<file path="src/rtl/ss_step_pkg.sv">
package ss_step_pkg;
  typedef enum logic {
    NEST_SUB_INNER  = 1'b0,
    NEST_ELEM_INNER = 1'b1
  } nest_e;

  typedef enum logic {
    MODE_HORIZ  = 1'b0,
    MODE_VFIRST = 1'b1
  } mode_e;

  localparam int unsigned SUB_W = 2;
endpackage

</file>
<file path="src/rtl/ss_nest_ctr.sv">
module ss_nest_ctr
  import ss_step_pkg::*;
#(
  parameter int unsigned VL_W = 7
) (
  input  logic             clk_i,
  input  logic             rst_ni,
  input  logic             clear_i,
  input  logic             adv_i,
  input  nest_e            order_i,
  input  logic [VL_W-1:0]  vl_i,
  input  logic [SUB_W-1:0] sub_last_i,
  output logic [VL_W-1:0]  elem_o,
  output logic [SUB_W-1:0] sub_o,
  output logic             last_o
);
  logic [VL_W-1:0]  elem_q, elem_d;
  logic [SUB_W-1:0] sub_q, sub_d;
  logic             elem_hit, sub_hit;

  assign elem_hit = (elem_q == vl_i - VL_W'(1));
  assign sub_hit  = (sub_q == sub_last_i);
  assign last_o   = elem_hit && sub_hit;

  always_comb begin
    elem_d = elem_q;
    sub_d  = sub_q;
    if (clear_i) begin
      elem_d = '0;
      sub_d  = '0;
    end else if (adv_i) begin
      if (order_i == NEST_SUB_INNER) begin
        if (sub_hit) begin
          sub_d  = '0;
          elem_d = elem_hit ? '0 : elem_q + VL_W'(1);
        end else begin
          sub_d = sub_q + SUB_W'(1);
        end
      end else begin
        if (elem_hit) begin
          elem_d = '0;
          sub_d  = sub_hit ? '0 : sub_q + SUB_W'(1);
        end else begin
          elem_d = elem_q + VL_W'(1);
        end
      end
    end
  end

  always_ff @(posedge clk_i or negedge rst_ni) begin
    if (!rst_ni) begin
      elem_q <= '0;
      sub_q  <= '0;
    end else begin
      elem_q <= elem_d;
      sub_q  <= sub_d;
    end
  end

  assign elem_o = elem_q;
  assign sub_o  = sub_q;
endmodule

</file>
<file path="src/rtl/ss_step_ctrl.sv">
module ss_step_ctrl
  import ss_step_pkg::*;
(
  input  logic  clk_i,
  input  logic  rst_ni,
  input  logic  start_i,
  input  logic  vl_zero_i,
  input  mode_e mode_i,
  input  logic  issue_i,
  input  logic  step_i,
  input  logic  last_i,
  output logic  adv_o,
  output logic  clear_o,
  output logic  busy_o,
  output logic  done_o
);
  logic busy_q, done_q, req;

  assign req     = (mode_i == MODE_VFIRST) ? step_i : issue_i;
  assign adv_o   = busy_q && !start_i && req;
  assign clear_o = start_i;

  always_ff @(posedge clk_i or negedge rst_ni) begin
    if (!rst_ni) begin
      busy_q <= 1'b0;
      done_q <= 1'b0;
    end else begin
      done_q <= (start_i && vl_zero_i) || (adv_o && last_i);
      if (start_i)               busy_q <= !vl_zero_i;
      else if (adv_o && last_i)  busy_q <= 1'b0;
    end
  end

  assign busy_o = busy_q;
  assign done_o = done_q;
endmodule

</file>
<file path="src/rtl/ss_step_seq.sv">
module ss_step_seq
  import ss_step_pkg::*;
#(
  parameter int unsigned MAX_VL = 64,
  localparam int unsigned VL_W  = $clog2(MAX_VL + 1)
) (
  input  logic            clk_i,
  input  logic            rst_ni,
  input  logic            start_i,
  input  logic [VL_W-1:0] vl_i,
  input  logic [1:0]      subvl_i,
  input  logic            pack_i,
  input  logic            unpack_i,
  input  logic            vfirst_i,
  input  logic            issue_i,
  input  logic            step_i,
  output logic            busy_o,
  output logic            done_o,
  output logic [VL_W-1:0] srcstep_o,
  output logic [VL_W-1:0] dststep_o,
  output logic [1:0]      ssubstep_o,
  output logic [1:0]      dsubstep_o
);
  localparam int unsigned N_SIDE = 2;  // 0: source, 1: destination

  logic [VL_W-1:0]  vl_q;
  logic [SUB_W-1:0] sub_last_q;
  logic             pack_q, unpack_q;
  mode_e            mode_q;
  logic             adv, clear;

  nest_e            order [N_SIDE];
  logic [VL_W-1:0]  elem  [N_SIDE];
  logic [SUB_W-1:0] sub   [N_SIDE];
  logic [N_SIDE-1:0] last;

  always_ff @(posedge clk_i or negedge rst_ni) begin
    if (!rst_ni) begin
      vl_q       <= '0;
      sub_last_q <= '0;
      pack_q     <= 1'b0;
      unpack_q   <= 1'b0;
      mode_q     <= MODE_HORIZ;
    end else if (start_i) begin
      vl_q       <= vl_i;
      sub_last_q <= subvl_i;
      pack_q     <= pack_i;
      unpack_q   <= unpack_i;
      mode_q     <= vfirst_i ? MODE_VFIRST : MODE_HORIZ;
    end
  end

  assign order[0] = pack_q   ? NEST_ELEM_INNER : NEST_SUB_INNER;
  assign order[1] = unpack_q ? NEST_ELEM_INNER : NEST_SUB_INNER;

  for (genvar g = 0; g < N_SIDE; g++) begin : gen_side
    ss_nest_ctr #(.VL_W(VL_W)) u_ctr (
      .clk_i      (clk_i),
      .rst_ni     (rst_ni),
      .clear_i    (clear),
      .adv_i      (adv),
      .order_i    (order[g]),
      .vl_i       (vl_q),
      .sub_last_i (sub_last_q),
      .elem_o     (elem[g]),
      .sub_o      (sub[g]),
      .last_o     (last[g])
    );
  end

  ss_step_ctrl u_ctrl (
    .clk_i     (clk_i),
    .rst_ni    (rst_ni),
    .start_i   (start_i),
    .vl_zero_i (vl_i == '0),
    .mode_i    (mode_q),
    .issue_i   (issue_i),
    .step_i    (step_i),
    .last_i    (last[0]),
    .adv_o     (adv),
    .clear_o   (clear),
    .busy_o    (busy_o),
    .done_o    (done_o)
  );

  assign srcstep_o  = elem[0];
  assign dststep_o  = elem[1];
  assign ssubstep_o = sub[0];
  assign dsubstep_o = sub[1];
endmodule

</file>
<file path="config.mk">
export PLATFORM = sky130hd
export DESIGN_NAME = ss_step_seq
export DESIGN_NICKNAME = d
export VERILOG_FILES = /design/src/rtl/ss_step_pkg.sv /design/src/rtl/ss_nest_ctr.sv /design/src/rtl/ss_step_ctrl.sv /design/src/rtl/ss_step_seq.sv
export SDC_FILE = /design/constraint.sdc
export NUM_CORES = 1
export LEC_CHECK = 0
export ABC_AREA = 1
export BUFFER_PORTS_ARGS = -buffer_cell sky130_fd_sc_hd__buf_2
export CAP_MARGIN = 25
export CELL_PAD_IN_SITES_DETAIL_PLACEMENT = 0
export CELL_PAD_IN_SITES_GLOBAL_PLACEMENT = 2
export CORE_MARGIN = 4
export CORE_UTILIZATION = 33
export DETAILED_ROUTE_END_ITERATION = 10
export HOLD_SLACK_MARGIN = 0.08
export PLACE_DENSITY = 0.9
export SYNTH_ARGS = -nofsm -noshare
export SYNTH_HDL_FRONTEND = slang
export SYNTH_SLANG_ARGS = --single-unit
</file>
<file path="constraint.sdc">
create_clock -name clk_i -period 3.2 [get_ports clk_i]
set_input_delay 0.8 -clock clk_i [delete_from_list [all_inputs] [get_ports clk_i]]
set_output_delay 0.8 -clock clk_i [all_outputs]
set_load 0.03 [all_outputs]
</file>
* Word-level counts from Yosys, hierarchy flattened
Cells that the tools add are included.
** Word-level totals
- Register bits after elaboration :: 32
- Input bits :: 17
- Output and inout port bits :: 20
- Logic and storage cells :: 65
** Operators by class
- $add $sub $neg :: 5
- Equality and inequality tests :: 6
- Multiplexer cells :: 26
- Reduce and logical (&&, ||, !) cells :: 17
** Operators by type and width (count)
- 2-to-1 mux 7 bit :: 10
- 2-to-1 mux 2 bit :: 10
- adder 7 x 1 -> 7 bit, second input constant :: 2
- equality test 7 bit :: 2
- AND reduction 2 bit :: 4
- logical NOT 7 bit :: 1
- subtractor 7 x 1 -> 7 bit, second input constant :: 1
- 2-to-1 mux 1 bit :: 6
- != test 3 bit, second input constant :: 2
- nonzero test 3 bit :: 2
- logical AND 1 bit :: 5
- adder 2 x 1 -> 2 bit, second input constant :: 2
- equality test 2 bit :: 2
- nonzero test 2 bit :: 2
- logical NOT 1 bit :: 2
- logical OR 1 bit :: 1

* Longest topological paths before layout
- Depth after elaboration :: 7
- Mapped depth :: 14
- Depth with buffers taken out :: 14

* By module
A second synthesis with hierarchy kept.
** Second synthesis, totals
- Cell total of the unflattened synthesis :: 329
- Area, all modules :: 2318.5 um2
** By module, submodules not included
- ss_nest_ctr at gen_side[0].u_ctr :: instances 1, cells each 130, area each 840.8 um2, seq. area each 225.2 um2
- ss_nest_ctr at gen_side[1].u_ctr :: instances 1, cells each 124, area each 833.3 um2, seq. area each 225.2 um2
- ss_step_seq :: instances 1, cells each 56, area each 495.5 um2, seq. area each 300.3 um2
- ss_step_ctrl :: instances 1, cells each 19, area each 148.9 um2, seq. area each 50.0 um2

* Worst setup path before layout
No wires, ideal clock.
- Path kind :: input to register
- Start :: in start_i
- End :: reg gen_side[1].u_ctr.elem_q[6]
- Library setup time :: 77 ps
- Arrival :: 1783 ps
- Data required time :: 3123 ps
- Setup slack :: 1339 ps
- Cell stages on the path :: 10
- Path buffers :: 2
- Path through :: buf_6 -> inv_4 -> nand3_1 -> nand2_2 -> nand2_1 -> inv_2 -> buf_6 -> nand2_1 -> xor2_1 -> a21oi_1
** On the way
- Longest elaborated chain between the ends :: 5
- Elaborated cells between the ends (all ways) :: 7
- Those cells by class :: mux: 1; reduce/logical: 6
** RTL lines
- start: declaration :: line ss_step_seq.sv:9 : input logic start_i,
- logical NOT 1 bit :: line ss_step_ctrl.sv:20 : assign adv_o = busy_q && !start_i && req;
- logical AND 1 bit (2 in a row) :: line ss_step_ctrl.sv:20
- nonzero test 2 bit (no line)
- AND reduction 2 bit (no line)
- end signal: assignment :: line ss_nest_ctr.sv:55 : elem_q <= elem_d;
- end: declaration :: line ss_nest_ctr.sv:17 : logic [VL_W-1:0] elem_q, elem_d;
Parallel ways exist; a longest one is shown, timed or not.
A chain may end at the register's enable or synchronous reset.

* Worst setup path in the final report
- Start :: in start_i
- End :: reg gen_side[0].u_ctr.elem_q[2]
** On the way
- Longest elaborated chain between the ends :: 5
- Elaborated cells between the ends (all ways) :: 7
- Those cells by class :: mux: 1; reduce/logical: 6
** RTL lines (line)
- logical NOT 1 bit :: ss_step_ctrl.sv:20
- logical AND 1 bit (2 in a row) :: ss_step_ctrl.sv:20
- nonzero test 2 bit (no line)
- AND reduction 2 bit (no line)
- end signal: assignment :: ss_nest_ctr.sv:55
- end: declaration :: ss_nest_ctr.sv:17
Parallel ways exist; a longest one is shown, timed or not.

==> results.txt <==
- The flow ran to the end, and the final reports show no timing, DRC or antenna violations.
- In the final timing run, aggregate negative setup slack is 0 ns.
- Data on the critical path arrives at its endpoint at 2.18 ns.
- The synthesized design contains 0 enable-type register cells.
- Along the worst hold path, the cell count comes to 2.
- Counting cells, the worst reg-to-reg path comes to 13.
* I/O pin count: 37
- Final standard cell utilization of the core: 40.5%
- The final hold violation count was 0.
- Final setup skew: 0.00646 ns
- The number of pins with negative max-slew slack in the final report was 0.
- Number of standard cells in the final layout excluding fillers: 372
- After detailed routing, the number of remaining DRC violations is 0.
- Clock insertion delay at the later pin of the skew report: 0.28 ns
- Worst Setup Path Type: primary input to register
* Initial antenna violation count: 0
- The clock tree synthesis step divided the H-tree into 2 levels.
* Count of warnings emitted by yosys: 0
- Seq. cell area: 801 µm²
- During placement, the flow inserted port buffers numbering 36.
- Total setup buffers inserted after CTS: 0
- After detailed routing, the number of vias per cell comes to 4.79.
- Share of flip-flops with an asynchronous set or reset: 100%
- Summed over all layers, the global routing overflow is 0.
* Starting Density: 34.6%
* Most repeated cell in the gate-level netlist after synthesis: sky130_fd_sc_hd__nand2_1
* Final setup fails: 0
- Area of the placeable core: 5610 µm²
- Last weighted congestion value of the routability-driven placer: 0.803
- Antenna Nets Post-Route: 0
- Via count: 1,783
* Worst Setup End Kind: register
* Net count reported at finish: 320
- Synthesis produced a netlist with a net count of 282.
- The global routing stage identified its most utilized layer as met2.
* Global Route met3 Usage: 3.63%
- STA classifies the critical path startpoint as a primary input.
- Setup repair after global routing left no endpoint under its margin.
- Buffers inserted during clock tree synthesis total 5.
* Number of rows in the core area: 27
- After synthesis, flip-flops and latches occupy 41.3% of the total area.
- Global routing consumed, on the met1 layer, 18.2% of the routing resources.
- Maximum fanout encountered on the critical timing path: 26
- Global routing used 24.5% of the available met2 tracks.
- Antenna cell count: 0
- For this block, the initial DRC count from the detailed router was 120.
* Transition time at the pin with the least slew margin: 0.739 ns
* Total instance count after detailed placement: 365
- Summed over all cells, the static leakage comes to 1.16 nW.
- Root buffer cell: sky130_fd_sc_hd__clkbuf_8
* Commonest cells post-synth: sky130_fd_sc_hd__nand2_1, sky130_fd_sc_hd__nand3_1, sky130_fd_sc_hd__dfrtp_1, sky130_fd_sc_hd__inv_1, sky130_fd_sc_hd__xor2_1
- The tool flagged a number of max-cap violations equal to 0.
- The top cell type by area accounts for 41.3% of the synthesized area.
* Maximum number of buffers from clock root to sink: 2
* Clock tree from TritonCTS: yes
- In this run, post-CTS repair resized a total of 0 instances.
- In this run, synthesis produced a sequential element count of 32.
- The die covers 7170 µm².
* Post-layout minimum cycle time: 2.02 ns
- Number of optimization iterations in the first detailed-route pass: 4
- Cells after synthesis: 262
* Maximum vdd drop: 291 µV
- Summing every instance area after synthesis gives 1940 µm².
* Estimated wirelength of the detail-placed design: 3690 µm
- Maximum number of pins on one net before global-route repair: 33
- Timing analysis after detailed placement gives a worst setup slack of 0.862 ns.
- Worst EP required: 3.36 ns
* Number of different library cells in the post-synthesis netlist: 23
* Post-synth top area cell: sky130_fd_sc_hd__dfrtp_1
- Total routed wirelength: 4660 µm
- The post-route netlist has 18.7% of its cells at a drive strength greater than 1.
- Dividing the detail-routed wire length by the instance count gives 12.5 µm.
* Worst slew margin: 50.7%
- Setup slack closes at 1.18 ns.
- Based on the critical path, the design can be clocked at up to 495 MHz.
- Worst min-delay path category: register to register
* Multi-input gate area in the final layout: 1000 µm²
- The first global-routing pass estimated 8340 µm of wire.
* Fill cells: 620
- Post-Syn Area per Cell: 7.41 µm²
- Power density relative to cell area: 567 nW/µm²
- Counting every sink on the clock net gives 32.
- The final critical path takes up 63.1% of the cycle.
- Ranking of synthesized cells by area: sky130_fd_sc_hd__dfrtp_1, sky130_fd_sc_hd__nand2_1, sky130_fd_sc_hd__nand3_1, sky130_fd_sc_hd__xor2_1, sky130_fd_sc_hd__inv_1
* Die X-Extent: 84.7 µm
- In this run the vertical extent of the chip is 84.7 µm.
- # hold bufs at CTS: 0
- Compared with the post-synthesis result, the final layout area differs by 17.2%.
* Via count of the first global-routing pass: 1,838
- Clock-pin slew was measured on the worst setup and hold paths at 0.06 ns.
- Leading register cell type out of synthesis: sky130_fd_sc_hd__dfrtp_1
* Total global routing track utilization: 14.4%
==> registers in the layout, indices dropped and copies added (netlist names) <==
signal                 count
pack_q                     1
u_ctrl.busy_o              1
sub_last_q                 2
vl_q                       7
u_ctrl.done_o              1
unpack_q                   1
gen_side.u_ctr.elem_o     14
gen_side.u_ctr.sub_o       4
mode_q                     1
==> final cells by class <==
| type | instances | share of cell area, % |
|---|---|---|
| Clock buffer | 7 | 4.24 |
| Inverter | 27 | 4.57 |
| Multi-Input combinational cell | 198 | 44.1 |
| Sequential cell | 32 | 35.2 |
| Tap cell | 72 | 3.96 |
| Timing Repair Buffer | 36 | 7.93 |
==> critical path: stages <==
cell,delay [ns]
sky130_fd_sc_hd__buf_2,0.35
sky130_fd_sc_hd__inv_4,0.16
sky130_fd_sc_hd__nand3_1,0.16
sky130_fd_sc_hd__nand2_2,0.11
sky130_fd_sc_hd__nand2_1,0.18
sky130_fd_sc_hd__inv_2,0.12
sky130_fd_sc_hd__nand2_1,0.09
sky130_fd_sc_hd__xor2_1,0.15
sky130_fd_sc_hd__a21oi_1,0.06
==> logic make-up (layout without fill, tap and decap cells) <==
kind of cell / after synthesis / count (layout) / share of synthesized area, %
and+or+nand+nor: 149 / 149 / 34.0
buffers and inverters: 32 / 70 / 7.09
DFF: 32 / 32 / 41.3
adders and majority gates: 3 / 3 / 1.93
AOI/OAI and AO/OA: 27 / 27 / 7.09
xor gates and xnor gates: 19 / 19 / 8.58
==> metal layers <==
layer,share of wire [%],routed length [µm]
met1,47,2200
met2,47,2190
met5,0,0
met3,4.5,208
met4,1.3,62
==> cell usage in the layout, fill, tap and decap left out, types with 3 or more instances in the layout <==
cell type / instances
sky130_fd_sc_hd__nor2_1: 13
sky130_fd_sc_hd__nand4_1: 5
sky130_fd_sc_hd__nor2_2: 3
sky130_fd_sc_hd__nand3_1: 38
sky130_fd_sc_hd__clkbuf_8: 7
sky130_fd_sc_hd__buf_2: 36
sky130_fd_sc_hd__o21ai_0: 13
sky130_fd_sc_hd__o21ai_1: 3
sky130_fd_sc_hd__ha_1: 3
sky130_fd_sc_hd__dfrtp_1: 32
sky130_fd_sc_hd__nand2_2: 4
sky130_fd_sc_hd__inv_2: 4
sky130_fd_sc_hd__inv_1: 22
sky130_fd_sc_hd__nor3_1: 5
sky130_fd_sc_hd__xnor2_1: 4
sky130_fd_sc_hd__xor2_1: 15
sky130_fd_sc_hd__a21oi_1: 10
sky130_fd_sc_hd__nand2_1: 77
==> metrics by stage <==
stage / hold WS [ns] / area [µm²] / power (mW)
global placement: 0.527 / 2180 / 0.966
detailed placement: 0.527 / 2180 / 0.967
CTS: 0.544 / 2270 / 1.31
finish: 0.538 / 2270 / 1.29
global route: 0.593 / 2270 / 1.39
floorplan: 0.502 / 1940 / 0.848
==> where the power goes <==
part           internal [mW]  total (mW)  switching, mW
Clock                  0.191       0.336          0.144
Combinational          0.144       0.415          0.271
Sequential             0.459       0.538         0.0785
Total                  0.795        1.29          0.494
==> worst paths after layout <==
check | start | endpoint | slack (ns)
worst max-delay path | start_i | gen_side[0].u_ctr.elem_o[2] | 1.18
worst max register to register | vl_q[0] | gen_side[1].u_ctr.sub_o[0] | 1.24
max in group asynchronous | rst_ni | vl_q[1] | 2.15
min in group asynchronous | rst_ni | gen_side[1].u_ctr.elem_o[0] | 0.58
worst min-delay path | pack_q | pack_q | 0.54
worst min register to register | pack_q | pack_q | 0.54
Power figures use the tool's default switching activity.
